**src/rtl/pio_pkg.sv**
```systemverilog
package pio_pkg;

  typedef enum logic [1:0] {
    SEL_A    = 2'b00,
    SEL_B    = 2'b01,
    SEL_C    = 2'b10,
    SEL_CTRL = 2'b11
  } pio_sel_e;

  localparam int unsigned CW_BITS = 5;

  // control word, bit 0 (dir_a) through bit 4 (strobed)
  typedef struct packed {
    logic strobed;
    logic dir_chi;
    logic dir_clo;
    logic dir_b;
    logic dir_a;
  } pio_cw_t;

  localparam logic [CW_BITS-1:0] CW_RESET = 5'b01111;

  // handshake line positions inside one port C half
  localparam int unsigned HS_RDY = 0;
  localparam int unsigned HS_ACK = 1;
  localparam int unsigned HS_IRQ = 2;

endpackage

```
**src/rtl/pio_busif.sv**
```systemverilog
module pio_busif
  import pio_pkg::*;
#(
  parameter int unsigned W = 8
) (
  input  logic         clk,
  input  logic         rst_n,
  input  logic         sel,
  input  logic         rd,
  input  logic         wr,
  input  logic [1:0]   addr,
  input  logic [W-1:0] wdata,
  input  logic [W-1:0] rd_a,
  input  logic [W-1:0] rd_b,
  input  logic [W-1:0] rd_c,
  output logic [3:0]   rd_hit,
  output logic [3:0]   wr_hit,
  output pio_cw_t      cw,
  output logic         cw_wr,
  output logic [W-1:0] rdata,
  output logic         rdata_oe
);

  logic         acc_ok;
  logic         rd_en;
  logic [W-1:0] cw_q, cw_d;
  logic [W-1:0] rmux;
  logic [W-1:0] rdata_q;
  logic         oe_q;

  assign acc_ok = sel & (rd ^ wr);
  assign rd_en  = acc_ok & rd;

  always_comb begin
    rd_hit = '0;
    wr_hit = '0;
    if (acc_ok) begin
      if (rd) rd_hit[addr] = 1'b1;
      else    wr_hit[addr] = 1'b1;
    end
  end

  assign cw_wr = wr_hit[SEL_CTRL];

  always_comb begin
    cw_d = cw_q;
    if (cw_wr) cw_d = wdata;
  end

  always_comb begin
    unique case (pio_sel_e'(addr))
      SEL_A:   rmux = rd_a;
      SEL_B:   rmux = rd_b;
      SEL_C:   rmux = rd_c;
      default: rmux = cw_q;
    endcase
  end

  always_ff @(posedge clk or negedge rst_n) begin
    if (!rst_n) begin
      cw_q    <= W'(CW_RESET);
      rdata_q <= '0;
      oe_q    <= 1'b0;
    end else begin
      cw_q <= cw_d;
      oe_q <= rd_en;
      if (rd_en) rdata_q <= rmux;
    end
  end

  assign cw       = pio_cw_t'(cw_q[CW_BITS-1:0]);
  assign rdata    = rdata_q;
  assign rdata_oe = oe_q;

endmodule

```
**src/rtl/pio_hs_port.sv**
```systemverilog
module pio_hs_port #(
  parameter int unsigned W = 8
) (
  input  logic         clk,
  input  logic         rst_n,
  input  logic         strobed,
  input  logic         is_in,
  input  logic [W-1:0] pin_in,
  input  logic         rdy_pin,
  input  logic         acc_rd,
  input  logic         acc_wr,
  input  logic         cw_wr,
  input  logic [W-1:0] wdata,
  output logic [W-1:0] pin_out,
  output logic [W-1:0] pin_oe,
  output logic [W-1:0] rd_val,
  output logic         ack,
  output logic         irq
);

  logic         rdy_q;
  logic         rise;
  logic [W-1:0] out_q, out_d;
  logic [W-1:0] buf_q, buf_d;
  logic         irq_q, irq_d;
  logic         ack_q, ack_d;
  logic         cap_en;

  assign rise   = strobed & rdy_pin & ~rdy_q;
  assign cap_en = rise & is_in;

  always_comb begin
    out_d = out_q;
    if (acc_wr) out_d = wdata;
  end

  always_comb begin
    buf_d = buf_q;
    if (cap_en) buf_d = pin_in;
  end

  always_comb begin
    irq_d = irq_q;
    ack_d = 1'b0;
    if (cw_wr || !strobed) begin
      irq_d = 1'b0;
    end else if (is_in) begin
      if (rise)        irq_d = 1'b1;
      else if (acc_rd) irq_d = 1'b0;
      ack_d = rise;
    end else begin
      if (acc_wr)    irq_d = 1'b0;
      else if (rise) irq_d = 1'b1;
      ack_d = acc_wr;
    end
  end

  always_ff @(posedge clk or negedge rst_n) begin
    if (!rst_n) begin
      rdy_q <= 1'b0;
      out_q <= '0;
      buf_q <= '0;
      irq_q <= 1'b0;
      ack_q <= 1'b0;
    end else begin
      rdy_q <= rdy_pin;
      out_q <= out_d;
      buf_q <= buf_d;
      irq_q <= irq_d;
      ack_q <= ack_d;
    end
  end

  assign pin_out = out_q;
  assign pin_oe  = {W{~is_in}};
  assign rd_val  = is_in ? (strobed ? buf_q : pin_in) : out_q;
  assign ack     = ack_q;
  assign irq     = irq_q;

endmodule

```
**src/rtl/pio_portc.sv**
```systemverilog
module pio_portc
  import pio_pkg::*;
#(
  parameter int unsigned W = 8
) (
  input  logic         clk,
  input  logic         rst_n,
  input  logic         strobed,
  input  logic         dir_clo,
  input  logic         dir_chi,
  input  logic         acc_wr,
  input  logic [W-1:0] wdata,
  input  logic [W-1:0] pin_in,
  input  logic         ack_a,
  input  logic         irq_a,
  input  logic         ack_b,
  input  logic         irq_b,
  output logic [W-1:0] pin_out,
  output logic [W-1:0] pin_oe,
  output logic [W-1:0] rd_val,
  output logic         rdy_a,
  output logic         rdy_b
);

  localparam int unsigned HALF = W / 2;

  logic [W-1:0] out_q, out_d;

  always_comb begin
    out_d = out_q;
    if (acc_wr) out_d = wdata;
  end

  always_ff @(posedge clk or negedge rst_n) begin
    if (!rst_n) out_q <= '0;
    else        out_q <= out_d;
  end

  for (genvar i = 0; i < W; i++) begin : g_line
    localparam bit          HI  = (i >= HALF);
    localparam int unsigned POS = i % HALF;
    logic base_oe;
    assign base_oe = HI ? ~dir_chi : ~dir_clo;

    if (POS == HS_RDY) begin : g_rdy
      assign pin_oe[i]  = strobed ? 1'b0 : base_oe;
      assign pin_out[i] = out_q[i];
    end else if (POS == HS_ACK) begin : g_ack
      assign pin_oe[i]  = strobed ? 1'b1 : base_oe;
      assign pin_out[i] = strobed ? (HI ? ack_b : ack_a) : out_q[i];
    end else if (POS == HS_IRQ) begin : g_irq
      assign pin_oe[i]  = strobed ? 1'b1 : base_oe;
      assign pin_out[i] = strobed ? (HI ? irq_b : irq_a) : out_q[i];
    end else begin : g_gpio
      assign pin_oe[i]  = base_oe;
      assign pin_out[i] = out_q[i];
    end

    assign rd_val[i] = pin_oe[i] ? pin_out[i] : pin_in[i];
  end

  assign rdy_a = pin_in[HS_RDY];
  assign rdy_b = pin_in[HALF + HS_RDY];

endmodule

```
**src/rtl/pio24_port.sv**
```systemverilog
module pio24_port
  import pio_pkg::*;
#(
  parameter int unsigned W = 8
) (
  input  logic         clk,
  input  logic         rst_n,
  input  logic         sel,
  input  logic         rd,
  input  logic         wr,
  input  logic [1:0]   addr,
  input  logic [W-1:0] wdata,
  output logic [W-1:0] rdata,
  output logic         rdata_oe,
  input  logic [W-1:0] pa_in,
  output logic [W-1:0] pa_out,
  output logic [W-1:0] pa_oe,
  input  logic [W-1:0] pb_in,
  output logic [W-1:0] pb_out,
  output logic [W-1:0] pb_oe,
  input  logic [W-1:0] pc_in,
  output logic [W-1:0] pc_out,
  output logic [W-1:0] pc_oe
);

  pio_cw_t      cw;
  logic         cw_wr;
  logic [3:0]   rd_hit, wr_hit;
  logic [W-1:0] rd_a, rd_b, rd_c;
  logic         ack_a, irq_a, ack_b, irq_b;
  logic         rdy_a, rdy_b;

  pio_busif #(.W(W)) u_bus (
    .clk(clk), .rst_n(rst_n), .sel(sel), .rd(rd), .wr(wr), .addr(addr),
    .wdata(wdata), .rd_a(rd_a), .rd_b(rd_b), .rd_c(rd_c),
    .rd_hit(rd_hit), .wr_hit(wr_hit), .cw(cw), .cw_wr(cw_wr),
    .rdata(rdata), .rdata_oe(rdata_oe)
  );

  pio_hs_port #(.W(W)) u_pa (
    .clk(clk), .rst_n(rst_n), .strobed(cw.strobed), .is_in(cw.dir_a),
    .pin_in(pa_in), .rdy_pin(rdy_a), .acc_rd(rd_hit[SEL_A]),
    .acc_wr(wr_hit[SEL_A]), .cw_wr(cw_wr), .wdata(wdata),
    .pin_out(pa_out), .pin_oe(pa_oe), .rd_val(rd_a), .ack(ack_a), .irq(irq_a)
  );

  pio_hs_port #(.W(W)) u_pb (
    .clk(clk), .rst_n(rst_n), .strobed(cw.strobed), .is_in(cw.dir_b),
    .pin_in(pb_in), .rdy_pin(rdy_b), .acc_rd(rd_hit[SEL_B]),
    .acc_wr(wr_hit[SEL_B]), .cw_wr(cw_wr), .wdata(wdata),
    .pin_out(pb_out), .pin_oe(pb_oe), .rd_val(rd_b), .ack(ack_b), .irq(irq_b)
  );

  pio_portc #(.W(W)) u_pc (
    .clk(clk), .rst_n(rst_n), .strobed(cw.strobed), .dir_clo(cw.dir_clo),
    .dir_chi(cw.dir_chi), .acc_wr(wr_hit[SEL_C]), .wdata(wdata),
    .pin_in(pc_in), .ack_a(ack_a), .irq_a(irq_a), .ack_b(ack_b),
    .irq_b(irq_b), .pin_out(pc_out), .pin_oe(pc_oe), .rd_val(rd_c),
    .rdy_a(rdy_a), .rdy_b(rdy_b)
  );

endmodule

```
**config.mk**
```make
export PLATFORM = sky130hd
export DESIGN_NAME = pio24_port
export DESIGN_NICKNAME = d
export VERILOG_FILES = /design/src/rtl/pio_pkg.sv /design/src/rtl/pio_busif.sv /design/src/rtl/pio_hs_port.sv /design/src/rtl/pio_portc.sv /design/src/rtl/pio24_port.sv
export SDC_FILE = /design/constraint.sdc
export NUM_CORES = 1
export LEC_CHECK = 0
export BUFFER_PORTS_ARGS = -buffer_cell sky130_fd_sc_hd__buf_4
export CORE_MARGIN = 1
export CORE_UTILIZATION = 29
export DETAILED_ROUTE_END_ITERATION = 7
export PLACE_DENSITY = 0.49
export RECOVER_POWER = 100
export REMOVE_ABC_BUFFERS = 1
export SYNTH_ARGS = -nofsm -noshare
export SYNTH_HDL_FRONTEND = slang
export SYNTH_HIERARCHICAL = 1
export SYNTH_SLANG_ARGS = --single-unit
```
**constraint.sdc**
```tcl
create_clock -name clk -period 2.2 [get_ports clk]
set_clock_uncertainty 0.1 [all_clocks]
set_input_delay 0.44 -clock clk [delete_from_list [all_inputs] [get_ports clk]]
set_output_delay 0.44 -clock clk [all_outputs]
set_load 0.01 [all_outputs]
```
Yosys cells after proc, flatten, opt, wreduce, memory -nomap -nowiden
Index checks and enable logic that the tools add are counted.
{"block": "op_classes", "magnitude_cmp": 2, "eq_ne": 4, "mux": 43, "bitwise": 15, "n_reduce_logical": 8}
{"op": "1-bit two-way mux", "n": 33}
{"op": "8-bit two-way mux", "n": 4}
{"op": "8-bit case mux with 3 select lines", "n": 1}
{"op": "1-bit AND", "n": 8}
{"op": "4-bit two-way mux", "n": 2}
{"op": "4-bit by 2-bit inequality test with 1-bit output, second input constant", "n": 2}
{"op": "4-bit nonzero test", "n": 2}
{"op": "1-bit inverter", "n": 6}
{"op": "2-bit two-way mux", "n": 2}
{"op": "2-bit AND reduction", "n": 2}
{"op": "2-bit by 3-bit < comparator with 1-bit output, second input constant", "n": 1}
{"op": "1-bit demux with 2-bit select", "n": 1}
{"op": "2-bit by 1-bit equality test with 1-bit output, second input constant", "n": 1}
{"op": "2-bit equality test, second input constant", "n": 1}
{"op": "2-bit by 1-bit >= comparator with 1-bit output, second input constant", "n": 1}
{"op": "2-bit zero test", "n": 1}
{"op": "1-bit logical AND", "n": 1}
{"op": "1-bit zero test", "n": 1}
{"op": "1-bit logical OR", "n": 1}
{"op": "1-bit bitwise XOR", "n": 1}
{"block": "word_totals", "reg_bits": 63, "input_bits": 39, "output_inout_bits": 57, "wordCells": 86}

Longest topological paths before layout
{"block": "depth", "depth_word": 10, "depth_mapped": 7, "depth_no_buf": 4}

By module
The synthesis kept the hierarchy.
{"mod": "pio_hs_port", "n_inst": 2, "cells_each": 78, "area_each_um2": 964.7, "seq_area_each_um2": 475.5}
{"mod": "pio_busif", "n_inst": 1, "cells_each": 64, "area_each_um2": 943.4, "seq_area_each_um2": 430.4}
{"mod": "pio_portc", "n_inst": 1, "cells_each": 64, "area_each_um2": 573.0, "seq_area_each_um2": 200.2}

Worst setup path after synthesis
Ideal clock, no wire load.
{"block": "synth_timing", "path_kind": "reg2reg", "from": "register u_bus.cw_q[2]", "to": "register u_bus.rdata_q[0] (netlist: u_bus/rdata[0])", "setup_time_ns": 0.125, "arrival_ns": 1.834, "t_required_ns": 1.975, "setup_slack_ns": 0.142, "stages_incl_launch_ff": 7, "n_path_buf": 2, "period_less_slack_ns": 2.058, "path_cell_list": "dfstp_2 > buf_4 > buf_2 > nor2_2 > mux2_4 > mux4_1 > mux2_2"}
{"block": "synth_via", "elab_chain_len": 4}
{"item": "start, declared", "line_no": "pio_busif.sv:26", "rtl": "logic [W-1:0] cw_q, cw_d;"}
{"item": "start signal, assigned", "line_no": "pio_busif.sv:61", "rtl": "cw_q <= W'(CW_RESET);"}
{"item": "start signal, assigned", "line_no": "pio_busif.sv:65", "rtl": "cw_q <= cw_d;"}
{"item": "1-bit inverter", "line_no": "pio_portc.sv:43", "rtl": "assign base_oe = HI ? ~dir_chi : ~dir_clo;"}
{"item": "1-bit two-way mux", "line_no": "pio_portc.sv:46", "rtl": "assign pin_oe[i] = strobed ? 1'b0 : base_oe;"}
{"item": "net pc_oe[0]", "line_no": "pio24_port.sv:23", "rtl": "output logic [W-1:0] pc_oe"}
{"item": "1-bit two-way mux", "line_no": "pio_portc.sv:59", "rtl": "assign rd_val[i] = pin_oe[i] ? pin_out[i] : pin_in[i];"}
{"item": "net rd_c[0]", "line_no": "pio24_port.sv:29", "rtl": "logic [W-1:0] rd_a, rd_b, rd_c;"}
{"item": "8-bit case mux with 3 select lines", "line_no": "pio_busif.sv:51", "rtl": "unique case (pio_sel_e'(addr))"}
{"item": "end signal, assigned", "line_no": "pio_busif.sv:67", "rtl": "if (rd_en) rdata_q <= rmux;"}
{"item": "end, declared", "line_no": "pio_busif.sv:28", "rtl": "logic [W-1:0] rdata_q;"}
The timed path passes the listed nets, and every way through them passes these cells.
A chain may end at the register's enable or synchronous reset.

Worst setup path after layout
{"block": "layout_timing", "from": "register u_bus.cw_q[4]", "to": "register u_bus.rdata_q[0] (netlist: u_bus/rdata[0])"}
{"block": "layout_via", "elab_chain_len": 3, "elab_cells_between_ends": 7, "classes_between": "mux: 7"}
{"item": "1-bit two-way mux", "line_no": "pio_portc.sv:46"}
{"item": "1-bit two-way mux", "line_no": "pio_portc.sv:59"}
{"item": "net rd_c[0]", "line_no": "pio24_port.sv:29"}
{"item": "8-bit case mux with 3 select lines", "line_no": "pio_busif.sv:51"}
The timed path passes the listed nets, and every way through them passes these cells.

==> flow_summary.ini <==
[clock_tree]
clk_pin_slew_ns = 0.05
post-cts-setup-buffer-count = 0
cts_buffer_depth = 2
insertion_delay_ns = 0.33
root_buffer = clkbuf_16
tritoncts = built
clock_sinks = 63
h-tree-depth = 3
hold_buffers = 0
cts_resized = 1
numCtsBuffers = 9

[route]
num_vias = 2348
firstDrtPassIters = 4
drc_errors = 0
drt_iter0_markers = 47
wl_per_cell_um = 17.46
ant_nets = 0
wl_um = 8767
vias_per_cell = 4.677

[sta]
finalSetupViolations = 0
period_share_pct = 93.44
slew_headroom_pct = -7.762
setup_tns_ns = 0
report.final.slew_viol_count = 64
worst_slack_ns = 0.1444
rsz0062_at_grt = no
fmax_mhz = 486.5
layout_min_cycle_time_ns = 2.056
hold_viol = 0
tightestPinTransition_ns = 1.616

[worst_hold_path]
min_path_type = in -> reg
min_path_cells = 1
min_from = pc_in[0]
whs_endpoint = u_pa/rdy_q

[worst_setup_path]
r2r.worst_path.cells = 4
path_common_cell = mux2_2
required_ns = 2.31
path_class = reg -> reg
r2r_end = u_bus/rdata[0]
worstPathCellList = nor2_1 -> mux2_2 -> mux4_1 -> mux2_2
cpPeakStageDelay_ns = 0.49
critical_path.endpoint_type = register
start_kind = register
path_delay_family = multiplexers
path_max_fanout = 11
crit_buf_inv = 0
slowest_stage = dfrtp_2
r2r-start = u_bus/cw_q[4]
r2r_setup_slack_ns = 0.14
worstPathArrival_ns = 2.17

[pwr]
seqPwrFrac_pct = 40.2
leakage_uw = 0.001855
power_density_mw_per_mm2 = 1099
power.share.clock_pct = 30.6
p_int_uw = 3143
peakVddDrop_mv = 0.4577
p_sw_share_pct = 31.05
switchingPower_uw = 1416
p_comb_share_pct = 29.2

[die]
row_count = 39
coreArea_mm2 = 0.01147
start_util_pct = 29.92
io_pins = 96
die_area_mm2 = 0.01227
die_h_um = 110.8
die_width_um = 110.8

[logic_synthesis]
yosys_warnings = 6
syn_area_per_cell_um2 = 12.21
synthCells = 281
synth_area_mm2 = 0.003431

[placed_design]
gp_congestion = 0.7263
post-place-cells = 486
dpl_worst_slack_ns = 0.1729
io_buffers = 95
hpwlAfterDp_um = 6167

[run_status]
violations = capacitance limit, slew limit
status = complete, but fails checks

[global_routing]
gr-max-usage-layer = met2
gr-total-overflow = 0
grt_pass1_vias = 2430
gr-usage-all-layers_pct = 14.77
antenna_found_initial = 0
grt_util_met1_pct = 18.87
grt_use_met2_pct = 24.64
grt_max_degree = 64
grtUsageMet3_pct = 4.374
grt_first_pass_wirelength_um = 13710

[finish]
final_util_pct = 36.16
final_cell_mix = dfrtp_1, clkbuf_1, mux2_2
instances_no_fill = 502
drive_above_1_share_pct = 37.60
syn_to_final_growth_pct = 20.86
final_common_cell = dfrtp_1
n_antenna_cell = 0
finalNetCount = 393

[run]
drv_cap = 1
==> power by group through the flow <==
stage	Clock [uW]	Sequential, uW	Combinational (uW)
finish	1390	1830	1330
global placement	0	1860	1530
global route	1480	1900	1460
CTS	1430	1850	1570
detailed placement	0	1860	1560
floorplan	0	1860	774
==> through the flow <==
step	hold WS [ns]	cell area, um2	total power [uW]
floorplan	0.04441	3113	2639
global placement	0.3821	4106	3393
detailed placement	0.3926	4106	3421
CTS	0.1460	4402	4841
global route	0.2161	4146	4840
finish	0.2183	4146	4558
==> final cells by class <==
class	count	area [um2]
fillers	1180	7321
clock buffers	12	246.5
inverters	9	33.78
repair buffers	106	574.3
well taps	143	178.9
flip-flops and latches	63	1590
multi-input cells	165	1478
clock inverters	4	45.04
==> flip-flops by register name (all words and copies together) (netlist names) <==
signal and flops:
u_pa/irq 1, u_pb/ack 1, u_bus/rdata_oe 1, u_pb/buf_q 8
u_pa/pin_out 8, u_bus/cw_q 8, u_pc/out_q 8, u_pa/buf_q 8
u_pa/ack 1, u_pb/pin_out 8, u_bus/rdata 8, u_pb/irq 1
u_pb/rdy_q 1, u_pa/rdy_q 1
==> metal layers <==
metal / part of all wire (%) / vias up / wire, um
met2: 50 / 59 / 4393
met5: 0 / - / 0
li1: - / 1110 / -
met1: 45 / 1171 / 3915
met4: 0.89 / 0 / 78
met3: 4.3 / 8 / 380
==> worst reg2reg max path: cells and delay by family (launching register included) <==
family	cells	cell delay (ns)
muxes	3	1.10
DFF	1	0.49
and+or+nand+nor	1	0.25
==> how the worst max path moves through the flow <==
stage	to	slack, ns	cells after the start	startpoint
finish	u_bus/rdata[0]	0.14	4	u_bus/cw_q[4]
global route	pc_out[1]	0.05	4	u_bus/cw_q[4]
CTS	pa_oe[5]	0.01	2	u_bus/cw_q[0]
detailed placement	u_bus/rdata[2]	0.17	5	u_bus/cw_q[4]
global placement	u_bus/rdata[4]	0.19	4	u_bus/cw_q[3]
floorplan	u_bus/rdata[0]	-0.39	4	u_bus/cw_q[4]
(Power assumes the default switching activity.)
